<file path="src/rtl/adc_seq_pkg.sv">
package adc_seq_pkg;
  typedef enum logic [1:0] {
    S_IDLE   = 2'd0,
    S_SETTLE = 2'd1,
    S_REQ    = 2'd2,
    S_WAIT   = 2'd3
  } seq_st_e;
endpackage

</file>
<file path="src/rtl/adc_seq_timer.sv">
module adc_seq_timer #(
  parameter int CNT_W = 8,
  parameter int TB_W  = 2
) (
  input  logic             clk_i,
  input  logic             rst_ni,
  input  logic             run_i,
  input  logic [CNT_W-1:0] cnt_i,
  input  logic [TB_W-1:0]  tb_i,
  output logic             done_o
);
  localparam int PRE_W = 2 * ((1 << TB_W) - 1);

  logic [PRE_W-1:0] pre_q, pre_lim;
  logic [CNT_W-1:0] tick_q;
  logic             at_lim;

  // tick period is 4^tb cycles
  assign pre_lim = ~({PRE_W{1'b1}} << (2 * tb_i));
  assign at_lim  = (pre_q == pre_lim);
  assign done_o  = run_i && at_lim && (tick_q == cnt_i);

  always_ff @(posedge clk_i or negedge rst_ni) begin
    if (!rst_ni) begin
      pre_q  <= '0;
      tick_q <= '0;
    end else if (!run_i) begin
      pre_q  <= '0;
      tick_q <= '0;
    end else if (at_lim) begin
      pre_q  <= '0;
      tick_q <= tick_q + 1'b1;
    end else begin
      pre_q  <= pre_q + 1'b1;
    end
  end

  assert_done_needs_run_R3: assert property (@(posedge clk_i) disable iff (!rst_ni)
    $rose(run_i) |-> (pre_q == '0) && (tick_q == '0));
endmodule

</file>
<file path="src/rtl/adc_seq_fifo.sv">
module adc_seq_fifo #(
  parameter int DEPTH = 32,
  parameter int W     = 15,
  localparam int AW   = $clog2(DEPTH)
) (
  input  logic          clk_i,
  input  logic          rst_ni,
  input  logic          push_i,
  input  logic [W-1:0]  data_i,
  input  logic          pop_i,
  output logic [W-1:0]  data_o,
  output logic [AW:0]   cnt_o,
  output logic          full_o,
  output logic          empty_o,
  output logic          ovf_o
);
  logic [W-1:0]  mem_q [DEPTH];
  logic [AW-1:0] wr_q, rd_q;
  logic [AW:0]   cnt_q;
  logic          ovf_q, do_push, do_pop;

  assign full_o  = (cnt_q == DEPTH[AW:0]);
  assign empty_o = (cnt_q == '0);
  assign cnt_o   = cnt_q;
  assign ovf_o   = ovf_q;
  // full check uses the pre-pop count: a push to a full queue drops
  assign do_push = push_i && !full_o;
  assign do_pop  = pop_i && !empty_o;
  assign data_o  = empty_o ? '0 : mem_q[rd_q];

  always_ff @(posedge clk_i) begin
    if (do_push) mem_q[wr_q] <= data_i;
  end

  always_ff @(posedge clk_i or negedge rst_ni) begin
    if (!rst_ni) begin
      wr_q  <= '0;
      rd_q  <= '0;
      cnt_q <= '0;
      ovf_q <= 1'b0;
    end else begin
      if (do_push) wr_q <= (wr_q == AW'(DEPTH - 1)) ? '0 : wr_q + 1'b1;
      if (do_pop)  rd_q <= (rd_q == AW'(DEPTH - 1)) ? '0 : rd_q + 1'b1;
      if (do_push && !do_pop)      cnt_q <= cnt_q + 1'b1;
      else if (do_pop && !do_push) cnt_q <= cnt_q - 1'b1;
      if (push_i && full_o) ovf_q <= 1'b1;
    end
  end

  assert_no_overflow_R8: assert property (@(posedge clk_i) disable iff (!rst_ni)
    (full_o && push_i) |=> ovf_o);
  assert_ovf_sticky_R8: assert property (@(posedge clk_i) disable iff (!rst_ni)
    ovf_o |=> ovf_o);
  assert_flags_excl_R7: assert property (@(posedge clk_i) disable iff (!rst_ni)
    !(full_o && empty_o));
  assert_pop_empty_R7: assert property (@(posedge clk_i) disable iff (!rst_ni)
    (empty_o && pop_i && !push_i) |=> empty_o);
endmodule

</file>
<file path="src/rtl/adc_seq_ctrl.sv">
module adc_seq_ctrl
  import adc_seq_pkg::*;
#(
  parameter int N_ENT    = 8,
  parameter int CH_W     = 3,
  parameter int SMP_W    = 12,
  parameter int NARROW_W = 10,
  localparam int IDX_W   = $clog2(N_ENT),
  localparam int ENT_W   = CH_W + SMP_W
) (
  input  logic                  clk_i,
  input  logic                  rst_ni,
  input  logic                  en_i,
  input  logic                  start_i,
  input  logic                  stop_i,
  input  logic                  cont_i,
  input  logic [N_ENT*CH_W-1:0] list_i,
  input  logic [IDX_W-1:0]      max_idx_i,
  input  logic                  wide_i,
  input  logic                  dly_done_i,
  input  logic                  conv_valid_i,
  input  logic [SMP_W-1:0]      conv_data_i,
  output logic                  dly_run_o,
  output logic                  conv_req_o,
  output logic [CH_W-1:0]       conv_chan_o,
  output logic                  push_o,
  output logic [ENT_W-1:0]      push_data_o,
  output logic                  busy_o
);
  localparam logic [SMP_W-1:0] NARROW_MASK =
    {{(SMP_W-NARROW_W){1'b0}}, {NARROW_W{1'b1}}};

  seq_st_e          st_q;
  logic [IDX_W-1:0] idx_q;
  logic             stop_pend_q, last_slot;
  logic [SMP_W-1:0] smp;

  assign conv_chan_o = list_i[idx_q*CH_W +: CH_W];
  assign conv_req_o  = (st_q == S_REQ);
  assign dly_run_o   = (st_q == S_SETTLE);
  assign busy_o      = (st_q != S_IDLE);
  assign last_slot   = (idx_q == max_idx_i);
  assign smp         = wide_i ? conv_data_i : (conv_data_i & NARROW_MASK);
  assign push_o      = (st_q == S_WAIT) && conv_valid_i;
  assign push_data_o = {conv_chan_o, smp};

  always_ff @(posedge clk_i or negedge rst_ni) begin
    if (!rst_ni) begin
      st_q        <= S_IDLE;
      idx_q       <= '0;
      stop_pend_q <= 1'b0;
    end else if (!en_i) begin
      st_q        <= S_IDLE;
      stop_pend_q <= 1'b0;
    end else begin
      unique case (st_q)
        S_IDLE: if (start_i) begin
          st_q        <= S_SETTLE;
          idx_q       <= '0;
          stop_pend_q <= 1'b0;
        end
        S_SETTLE: begin
          if (stop_i)          st_q <= S_IDLE;
          else if (dly_done_i) st_q <= S_REQ;
        end
        S_REQ: begin
          if (stop_i) stop_pend_q <= 1'b1;
          st_q <= S_WAIT;
        end
        S_WAIT: begin
          if (conv_valid_i) begin
            if (stop_pend_q || stop_i || (last_slot && !cont_i)) begin
              st_q        <= S_IDLE;
              stop_pend_q <= 1'b0;
            end else begin
              idx_q <= last_slot ? '0 : idx_q + 1'b1;
              st_q  <= S_SETTLE;
            end
          end else if (stop_i) begin
            stop_pend_q <= 1'b1;
          end
        end
        default: st_q <= S_IDLE;
      endcase
    end
  end

  assert_busy_after_start_R2: assert property (@(posedge clk_i) disable iff (!rst_ni)
    (start_i && en_i && !busy_o) |=> busy_o);
  assert_req_pulse_R3: assert property (@(posedge clk_i) disable iff (!rst_ni)
    conv_req_o |=> !conv_req_o);
  assert_stop_settle_R10: assert property (@(posedge clk_i) disable iff (!rst_ni)
    (dly_run_o && stop_i) |=> !busy_o);
  assert_valid_ignored_R12: assert property (@(posedge clk_i) disable iff (!rst_ni)
    (conv_valid_i && !busy_o) |-> !push_o);
endmodule

</file>
<file path="src/rtl/adc_seq_top.sv">
module adc_seq_top #(
  parameter int N_ENT    = 8,
  parameter int CH_W     = 3,
  parameter int SMP_W    = 12,
  parameter int NARROW_W = 10,
  parameter int DEPTH    = 32,
  parameter int DLY_W    = 8,
  parameter int TB_W     = 2,
  localparam int IDX_W   = $clog2(N_ENT),
  localparam int AW      = $clog2(DEPTH),
  localparam int ENT_W   = CH_W + SMP_W
) (
  input  logic                  clk_i,
  input  logic                  rst_ni,
  input  logic                  en_i,
  input  logic                  start_i,
  input  logic                  stop_i,
  input  logic                  cont_i,
  input  logic [N_ENT*CH_W-1:0] list_i,
  input  logic [IDX_W-1:0]      max_idx_i,
  input  logic [DLY_W-1:0]      dly_cnt_i,
  input  logic [TB_W-1:0]       dly_tb_i,
  input  logic                  wide_i,
  input  logic                  irq_en_i,
  input  logic [AW-1:0]         irq_thr_i,
  input  logic                  avg_busy_i,
  input  logic                  delta_busy_i,
  output logic                  conv_req_o,
  output logic [CH_W-1:0]       conv_chan_o,
  input  logic                  conv_valid_i,
  input  logic [SMP_W-1:0]      conv_data_i,
  input  logic                  rd_i,
  output logic [ENT_W-1:0]      rd_data_o,
  output logic [AW-1:0]         level_o,
  output logic                  full_o,
  output logic                  empty_o,
  output logic                  overflow_o,
  output logic [2:0]            busy_o,
  output logic                  idle_o,
  output logic                  irq_o
);
  logic             dly_run, dly_done, push, smp_busy;
  logic [ENT_W-1:0] push_data;
  logic [AW:0]      fill;

  adc_seq_timer #(.CNT_W(DLY_W), .TB_W(TB_W)) u_timer (
    .clk_i  (clk_i),
    .rst_ni (rst_ni),
    .run_i  (dly_run),
    .cnt_i  (dly_cnt_i),
    .tb_i   (dly_tb_i),
    .done_o (dly_done)
  );

  adc_seq_ctrl #(
    .N_ENT(N_ENT), .CH_W(CH_W), .SMP_W(SMP_W), .NARROW_W(NARROW_W)
  ) u_ctrl (
    .clk_i        (clk_i),
    .rst_ni       (rst_ni),
    .en_i         (en_i),
    .start_i      (start_i),
    .stop_i       (stop_i),
    .cont_i       (cont_i),
    .list_i       (list_i),
    .max_idx_i    (max_idx_i),
    .wide_i       (wide_i),
    .dly_done_i   (dly_done),
    .conv_valid_i (conv_valid_i),
    .conv_data_i  (conv_data_i),
    .dly_run_o    (dly_run),
    .conv_req_o   (conv_req_o),
    .conv_chan_o  (conv_chan_o),
    .push_o       (push),
    .push_data_o  (push_data),
    .busy_o       (smp_busy)
  );

  adc_seq_fifo #(.DEPTH(DEPTH), .W(ENT_W)) u_fifo (
    .clk_i   (clk_i),
    .rst_ni  (rst_ni),
    .push_i  (push),
    .data_i  (push_data),
    .pop_i   (rd_i),
    .data_o  (rd_data_o),
    .cnt_o   (fill),
    .full_o  (full_o),
    .empty_o (empty_o),
    .ovf_o   (overflow_o)
  );

  assign level_o = fill[AW-1:0];
  assign busy_o  = {delta_busy_i, avg_busy_i, smp_busy};
  assign idle_o  = ~|busy_o;
  assign irq_o   = irq_en_i && (fill >= {1'b0, irq_thr_i});

  assert_irq_off_when_disabled_R9: assert property (@(posedge clk_i) disable iff (!rst_ni)
    !irq_en_i |-> !irq_o);
  assert_req_only_when_busy_R11: assert property (@(posedge clk_i) disable iff (!rst_ni)
    conv_req_o |-> !idle_o);
endmodule

</file>
<file path="config.mk">
export PLATFORM = sky130hd
export DESIGN_NAME = adc_seq_top
export DESIGN_NICKNAME = d
export VERILOG_FILES = /design/src/rtl/adc_seq_pkg.sv /design/src/rtl/adc_seq_timer.sv /design/src/rtl/adc_seq_fifo.sv /design/src/rtl/adc_seq_ctrl.sv /design/src/rtl/adc_seq_top.sv
export SDC_FILE = /design/constraint.sdc
export NUM_CORES = 1
export LEC_CHECK = 0
export ABC_AREA = 1
export ABC_CLOCK_PERIOD_IN_PS = 2200
export CORE_MARGIN = 4
export CORE_UTILIZATION = 30
export CTS_BUF_LIST = sky130_fd_sc_hd__clkbuf_2 sky130_fd_sc_hd__clkbuf_4 sky130_fd_sc_hd__clkbuf_8
export DETAILED_ROUTE_END_ITERATION = 7
export PLACE_DENSITY = 0.45
export SLEW_MARGIN = 25
export SYNTH_ARGS = -nofsm -noshare
export SYNTH_HDL_FRONTEND = slang
export SYNTH_HIERARCHICAL = 1
export SYNTH_SLANG_ARGS = --single-unit
</file>
<file path="constraint.sdc">
create_clock -name clk_i -period 2.2 [get_ports clk_i]
set_clock_uncertainty 0.05 [all_clocks]
set_input_delay 0.44 -clock clk_i [delete_from_list [all_inputs] [get_ports clk_i]]
set_output_delay 0.44 -clock clk_i [all_outputs]
set_load 0.05 [all_outputs]
</file>
==> results.json, run 1 <==
{
  "status": "finished, violations left",
  "violations": "setup timing",
  "syn_inst": 2094,
  "cts_tree": "built",
  "p_sw_w": 0.0150,
  "synth_seq_area_share": 0.679,
  "wl_met1_um": 31400,
  "dr.pass1.iters": 5,
  "path_common_cell": "buf_12",
  "crit_required_ps": 1710,
  "grtUsageTotal": 0.173,
  "wl_um": 70500,
  "crit_fanout": 17,
  "yosys_warnings": 6,
  "grt_pass1_wl_um": 103000,
  "area_growth_pct": 35.7,
  "async_flop_share": 0.0716,
  "ioPinCount": 98,
  "synth_top_flop_cell": "edfxtp_1",
  "syn_avg_cell_area_um2": 10.8,
  "place.gp.congestion": 0.803,
  "synth_edf_count": 480,
  "die_w_um": 282,
  "critical_path.slowest_cell": "dfrtp_4",
  "worst_slack_ps": -932,
  "die_y_um": 282,
  "ant_nets": 0,
  "seqPwrFrac": 0.289,
  "crit_type": "reg2out",
  "io_buffers": 97,
  "synth_top_area_frac": 0.638,
  "max_slew_margin": 0.531,
  "routed_via_density": 4.83,
  "wire_per_inst_um": 20.5,
  "pwr_density_cell_nw_per_um2": 1260,
  "holdWs_ps": 277,
  "critical_path.top_delay_family": "buffers and inverters",
  "yosys-top-cells-area": "edfxtp_1 (64%), nand2_1 (12%), nand3_1 (8.8%)",
  "die_area_um2": 79800,
  "dpl.hpwl_um": 41100,
  "grt_max_degree": 42,
  "nets": 2481,
  "cts_inserted_buffers": 91,
  "cell_internal_pwr_w": 0.0235,
  "slew_violations": 0,
  "floorplan.initialDensity": 0.303,
  "yosysTopAreaCell": "edfxtp_1",
  "min_path_type": "in2async",
  "drive_above_1_share": 0.277,
  "synth_fp_nets": 2186,
  "power_leakage_nw": 11.6,
  "worstPathArrival_ps": 2640,
  "maxUsedRoutingLayer": "met4",
  "final.period_utilization": 1.42,
  "via_count": 16600,
  "critPathLaunchType": "flip-flop",
  "setup_viol": 27,
  "path_cells": "buf_6, inv_12, buf_16, buf_12, nand2_1, nand3_1, nand3_2, a21oi_2, nor2_2, nor2_4, buf_12",
  "worst-path-buf-inv": 5,
  "irDropWorstVdd_uv": 544,
  "synth_cell_types": 40,
  "clk_path_buf_depth": 3,
  "htree_num_levels": 3,
  "synth_common_cells": "nand2_1 (708), edfxtp_1 (480), nand3_1 (396)",
  "power_w": 0.0385,
  "combPwrFrac": 0.475,
  "fmax_mhz": 319,
  "worst_slew_pin_slew_ps": 703,
  "swShare": 0.389,
  "grt_pass1_vias": 16500,
  "wl_met3_um": 2940,
  "drtIter0Drc": 1204,
  "wl_met2_um": 34800,
  "cap_violations": 0,
  "grt_antenna_before_repair": 2,
  "clk_latency_ps": 680,
  "rsz0062_at_grt": "yes",
  "max_stage_delay_ps": 520,
  "clockPowerShare": 0.236,
  "finalCriticalPeriod_ps": 3130,
  "clock_tree.root_cell": "clkbuf_8",
  "ys_ff_latch": 517,
  "fin_util": 0.411,
  "hold_viol_final": 0,
  "fp.coreArea_um2": 74600,
  "yosysMostFrequentCell": "nand2_1",
  "rows": 100,
  "preCtsSetupSlack_ps": -354,
  "remaining_drc_errors": 0,
  "clock_sinks": 517,
  "worstSetupEndpointType": "output port",
  "cts.reportedPaths.clkPinSlew_ps": 60,
  "syn_area_um2": 22600,
  "gr-total-overflow": 0
}
per-stage QoR:
step	std cells	TNS (ps)	cell area (um2)
2_1_floorplan	2094	-51090	22800
4_1_cts	3407	-16860	30000
3_5_place_dp	3194	-111280	26500
6_report	3434	-15240	30700
3_3_place_gp	3194	-105870	26500
5_1_grt	3433	-19360	30700
worst paths after layout:
kind	startpoint	end	slack, ps	cells after the start
worst max-delay path	u_fifo/rd_q[0]	rd_data_o[6]	-930	11
worst min-delay path	rst_ni	u_fifo/rd_q[0]	280	2
worst max register to register	u_fifo/cnt_o[2]	u_fifo/cnt_o[5]	-160	16
worst min register to register	u_fifo/ovf_o	u_fifo/ovf_o	410	1
max in group asynchronous	rst_ni	u_timer/tick_q[5]	1190	3
min in group clk_i	en_i	u_ctrl/st_q[0]	400	3
metal layers:
layer	GRT usage	vias to the layer above
met4	0.0432	0
li1	-	7814
met5	0	-
met1	0.230	8263
met2	0.296	400
met3	0.0289	100
cell families after synthesis:
family                   after synthesis  synth area share
XOR/XNOR                              20           0.00775
AO/OA/AOI/OAI                         70            0.0174
adder cells (fa/ha/maj)               26            0.0147
AND/OR/NAND/NOR                     1268             0.237
flip-flops                           517             0.679
buffers and inverters                193            0.0448
area by class of cell:
type,instances,area (um2)
fillers,7129,43900
flip-flops and latches,517,15400
multi-input cells,1384,7370
repair buffers,331,4550
clock buffers,123,1530
well taps,969,1210
clock inverters,41,320
inverters,63,308
repair inverters,1,16.3
diodes,5,12.5
power groups by stage:
stage	clock (W)	combinational, W	sequential [W]
CTS	0.00936	0.0177	0.0111
floorplan	0	0.00816	0.0114
global placement	0	0.0148	0.0113
detailed placement	0	0.0148	0.0113
global route	0.00981	0.0196	0.0112
finish	0.00909	0.0183	0.0112
registers in the layout, summed over array words and instances, names as in the netlist:
register	flops
u_ctrl/st_q	2
u_fifo/ovf_o	1
u_ctrl/stop_pend_q	1
u_fifo/wr_q	5
u_fifo/cnt_o	6
u_ctrl/idx_q	3
u_timer/tick_q	8
u_fifo/mem_q	480
u_fifo/rd_q	5
u_timer/pre_q	6
placed cells by master (no fill, tap or decap), types with 11 or more instances in the layout:
| cell | n |
|---|---|
| nand2_1 | 638 |
| edfxtp_1 | 480 |
| nand3_1 | 345 |
| buf_4 | 102 |
| buf_12 | 101 |
| clkbuf_8 | 97 |
| nor2_1 | 72 |
| clkdlybuf4s50_1 | 64 |
| nand2_2 | 63 |
| nand3_2 | 49 |
| nor2_2 | 47 |
| inv_1 | 43 |
| dfrtp_1 | 27 |
| clkbuf_4 | 26 |
| nor2_4 | 25 |
| buf_6 | 24 |
| clkinv_1 | 19 |
| buf_16 | 17 |
| o21ai_1 | 17 |
| ha_1 | 13 |
| clkinv_2 | 13 |
| o21ai_0 | 12 |
| a21oi_1 | 11 |
| ha_4 | 11 |
timing repair:
item                                   in CTS  in global routing
pin swaps                                  57                 44
setup endpoints to repair                  33                362
endpoints found under the hold margin      23                  0
gates resized for setup                   245                111
hold buffers                                1                  0
setup buffers                              34                 18
cloned                                     14                  8
Note: power is estimated with default switching activity, not from simulation.
==> run 2, diff against run 1 <==
--- a/config.mk
+++ b/config.mk
@@ -7,11 +7,13 @@
 export LEC_CHECK = 0
 export ABC_AREA = 1
 export ABC_CLOCK_PERIOD_IN_PS = 2200
+export CELL_PAD_IN_SITES_DETAIL_PLACEMENT = 1
+export CELL_PAD_IN_SITES_GLOBAL_PLACEMENT = 2
 export CORE_MARGIN = 4
 export CORE_UTILIZATION = 30
 export CTS_BUF_LIST = sky130_fd_sc_hd__clkbuf_2 sky130_fd_sc_hd__clkbuf_4 sky130_fd_sc_hd__clkbuf_8
 export DETAILED_ROUTE_END_ITERATION = 7
-export PLACE_DENSITY = 0.45
+export PLACE_DENSITY = 0.62
 export SLEW_MARGIN = 25
 export SYNTH_ARGS = -nofsm -noshare
 export SYNTH_HDL_FRONTEND = slang
==> run 2 against run 1 <==
The flow still finishes with violations (setup timing). Maximum frequency decreased by 0.43%. Via count increased by 3.3%. Critical path depth increased by 1. Clock-buffer cell count increased by 8. Routed wire length increased by 12%. Power increased by 2.5%. Combinational power increased by 5%. Sequential power about the same. Die area unchanged. Cell count increased by 2.5%. Largest power group unchanged. Highest routed layer unchanged.
==> results.json, run 2 (synthesis results as in run 1) <==
{
  "status": "finished, violations left",
  "critPathLaunchType": "flip-flop",
  "dr.pass1.iters": 5,
  "die_w_um": 282,
  "worstPathArrival_ps": 2660,
  "crit_fanout": 8,
  "finalSetupTns_ps": -97370,
  "setup_viol": 509,
  "reg_top3": "u_fifo/mem_q: 480 flops, u_timer/tick_q: 8 flops",
  "cell_internal_pwr_w": 0.0239,
  "grt_antenna_before_repair": 2,
  "clock_tree.root_cell": "clkbuf_8",
  "r2r_start": "u_fifo/cnt_o[1]",
  "max_slew_margin": 0.473,
  "crit_type": "reg2out",
  "die_y_um": 282,
  "fill_cells": 7953,
  "finalCriticalPeriod_ps": 3150,
  "cts.reportedPaths.clkPinSlew_ps": 60,
  "irDropWorstVdd_uv": 676,
  "worstSetupEndpointType": "output port",
  "die_area_um2": 79800,
  "drtIter0Drc": 1057,
  "ant_nets": 0,
  "seqPwrFrac": 0.283,
  "max_stage_delay_ps": 510,
  "r2r_end": "u_fifo/mem_q[15][10]",
  "cap_violations": 0,
  "cts_inserted_buffers": 92,
  "slew_violations": 0,
  "routed_via_density": 4.87,
  "r2r_cells": 14,
  "worst_slack_ps": -945,
  "place.gp.congestion": 0.766,
  "via_count": 17100,
  "cp-endpoint": "rd_data_o[8]",
  "remaining_drc_errors": 0,
  "critical_path.top_delay_family": "simple AND/OR/NAND/NOR gates",
  "largest_register_ffs": 480,
  "path_depth": 12,
  "rsz0062_at_grt": "yes",
  "layout_commonest_cell": "nand2_1",
  "hold_viol_final": 0,
  "path_cells": "buf_12, buf_12, buf_16, nor2_4, nor2_1, o21ai_1, o21ai_1, nor2_1, nor2_2, nor2_2, nor2_4, buf_12",
  "reg2reg_setup_slack_ps": -270,
  "grt_max_degree": 48,
  "fmax_mhz": 318,
  "cts_tree": "built",
  "power_w": 0.0395,
  "grtUsageTotal": 0.188,
  "clockPowerShare": 0.231,
  "rows": 100,
  "layout_common_cells": "nand2_1 (632), edfxtp_1 (480), nand3_1 (342)",
  "clk_latency_ps": 670,
  "final.period_utilization": 1.43,
  "violations": "setup timing",
  "grt_pass1_vias": 17900,
  "wl_um": 79200,
  "min_path_type": "in2async",
  "swShare": 0.396,
  "drive_above_1_share": 0.306,
  "htree_num_levels": 3,
  "path_common_cell": "buf_12",
  "worst_slew_pin_slew_ps": 791,
  "combPwrFrac": 0.487,
  "pwr_density_cell_nw_per_um2": 1230,
  "power_leakage_nw": 12.2,
  "ioPinCount": 98,
  "fp.coreArea_um2": 74600,
  "holdWs_ps": 340,
  "grt_pass1_wl_um": 112000,
  "worst-path-buf-inv": 4,
  "critical_path.slowest_cell": "dfrtp_4",
  "clk_path_buf_depth": 3,
  "wire_per_inst_um": 22.5,
  "io_buffers": 97,
  "dpl.hpwl_um": 44400,
  "crit_required_ps": 1710,
  "clock_sinks": 517,
  "nets": 2563,
  "startpoint": "u_fifo/rd_q[0]",
  "floorplan.initialDensity": 0.303,
  "p_sw_w": 0.0156,
  "regMostFlops": "u_fifo/mem_q",
  "gr-total-overflow": 0,
  "area_growth_pct": 41.9,
  "preCtsSetupSlack_ps": -389
}
## run 2: cell types whose count changed in the layout (fill, tap and decap cells not counted), sizes merged
cell	before	now
buf	250	315
bufbuf	1	0
bufinv	4	3
clkbuf	133	158
clkinv	35	34
clkinvlp	2	5
diode	5	2
inv	64	62
## run 2: power groups by stage
stage	Combinational, W	Sequential, W	Clock [W]
2_1_floorplan	0.00816	0.0114	0
3_3_place_gp	0.0154	0.0113	0
3_5_place_dp	0.0156	0.0113	0
4_1_cts	0.0174	0.0112	0.00940
5_1_grt	0.0205	0.0112	0.00986
6_report	0.0192	0.0112	0.00910
## run 2: repair_timing
action,4_1_cts,5_1_grt
gates resized for setup,210,223
cloned,16,30
pin swaps,35,101
setup buffers,49,46
endpoints found under the hold margin,25,0
hold buffers,1,0
endpoints found under the setup margin,517,500
## run 2: final cells by class
| type | count | area (um2) | area share |
|---|---|---|---|
| Sequential cell | 517 | 15400 | 0.479 |
| Inverter | 63 | 274 | 0.00854 |
| Antenna cell | 2 | 5.00 | 0.000156 |
| Clock inverter | 40 | 267 | 0.00831 |
| Clock buffer | 131 | 1600 | 0.0500 |
| Timing Repair Buffer | 412 | 5710 | 0.178 |
| Tap cell | 969 | 1210 | 0.0378 |
| Multi-Input combinational cell | 1384 | 7630 | 0.238 |
| Timing Repair inverter | 1 | 16.3 | 0.000507 |
## run 2: worst min path at each step
stage / endpoint / slack (ps) / start
floorplan: u_ctrl/idx_q[0] / 90 / rst_ni
global placement: u_ctrl/stop_pend_q / 400 / u_ctrl/stop_pend_q
detailed placement: u_fifo/ovf_o / 410 / u_fifo/ovf_o
CTS: u_fifo/cnt_o[3] / 310 / rst_ni
global route: u_fifo/cnt_o[3] / 400 / rst_ni
finish: u_fifo/cnt_o[3] / 340 / rst_ni
## run 2: per-layer routing
layer / share of wire / up-vias / wire length [um] / GRT usage
met5: 0 / - / 0 / 0
met4: 0.023 / 0 / 1860 / 0.0608
met3: 0.036 / 88 / 2830 / 0.0284
met2: 0.49 / 355 / 39100 / 0.321
met1: 0.45 / 8699 / 35500 / 0.246
li1: - / 7989 / - / -
## run 2: through the flow
stage | instances | instance area (um2) | util
6_report | 3519 | 32100 | 0.430
5_1_grt | 3519 | 32100 | 0.430
2_1_floorplan | 2094 | 22800 | -
4_1_cts | 3460 | 30400 | 0.408
3_3_place_gp | 3224 | 26900 | 0.361
3_5_place_dp | 3224 | 26900 | 0.361
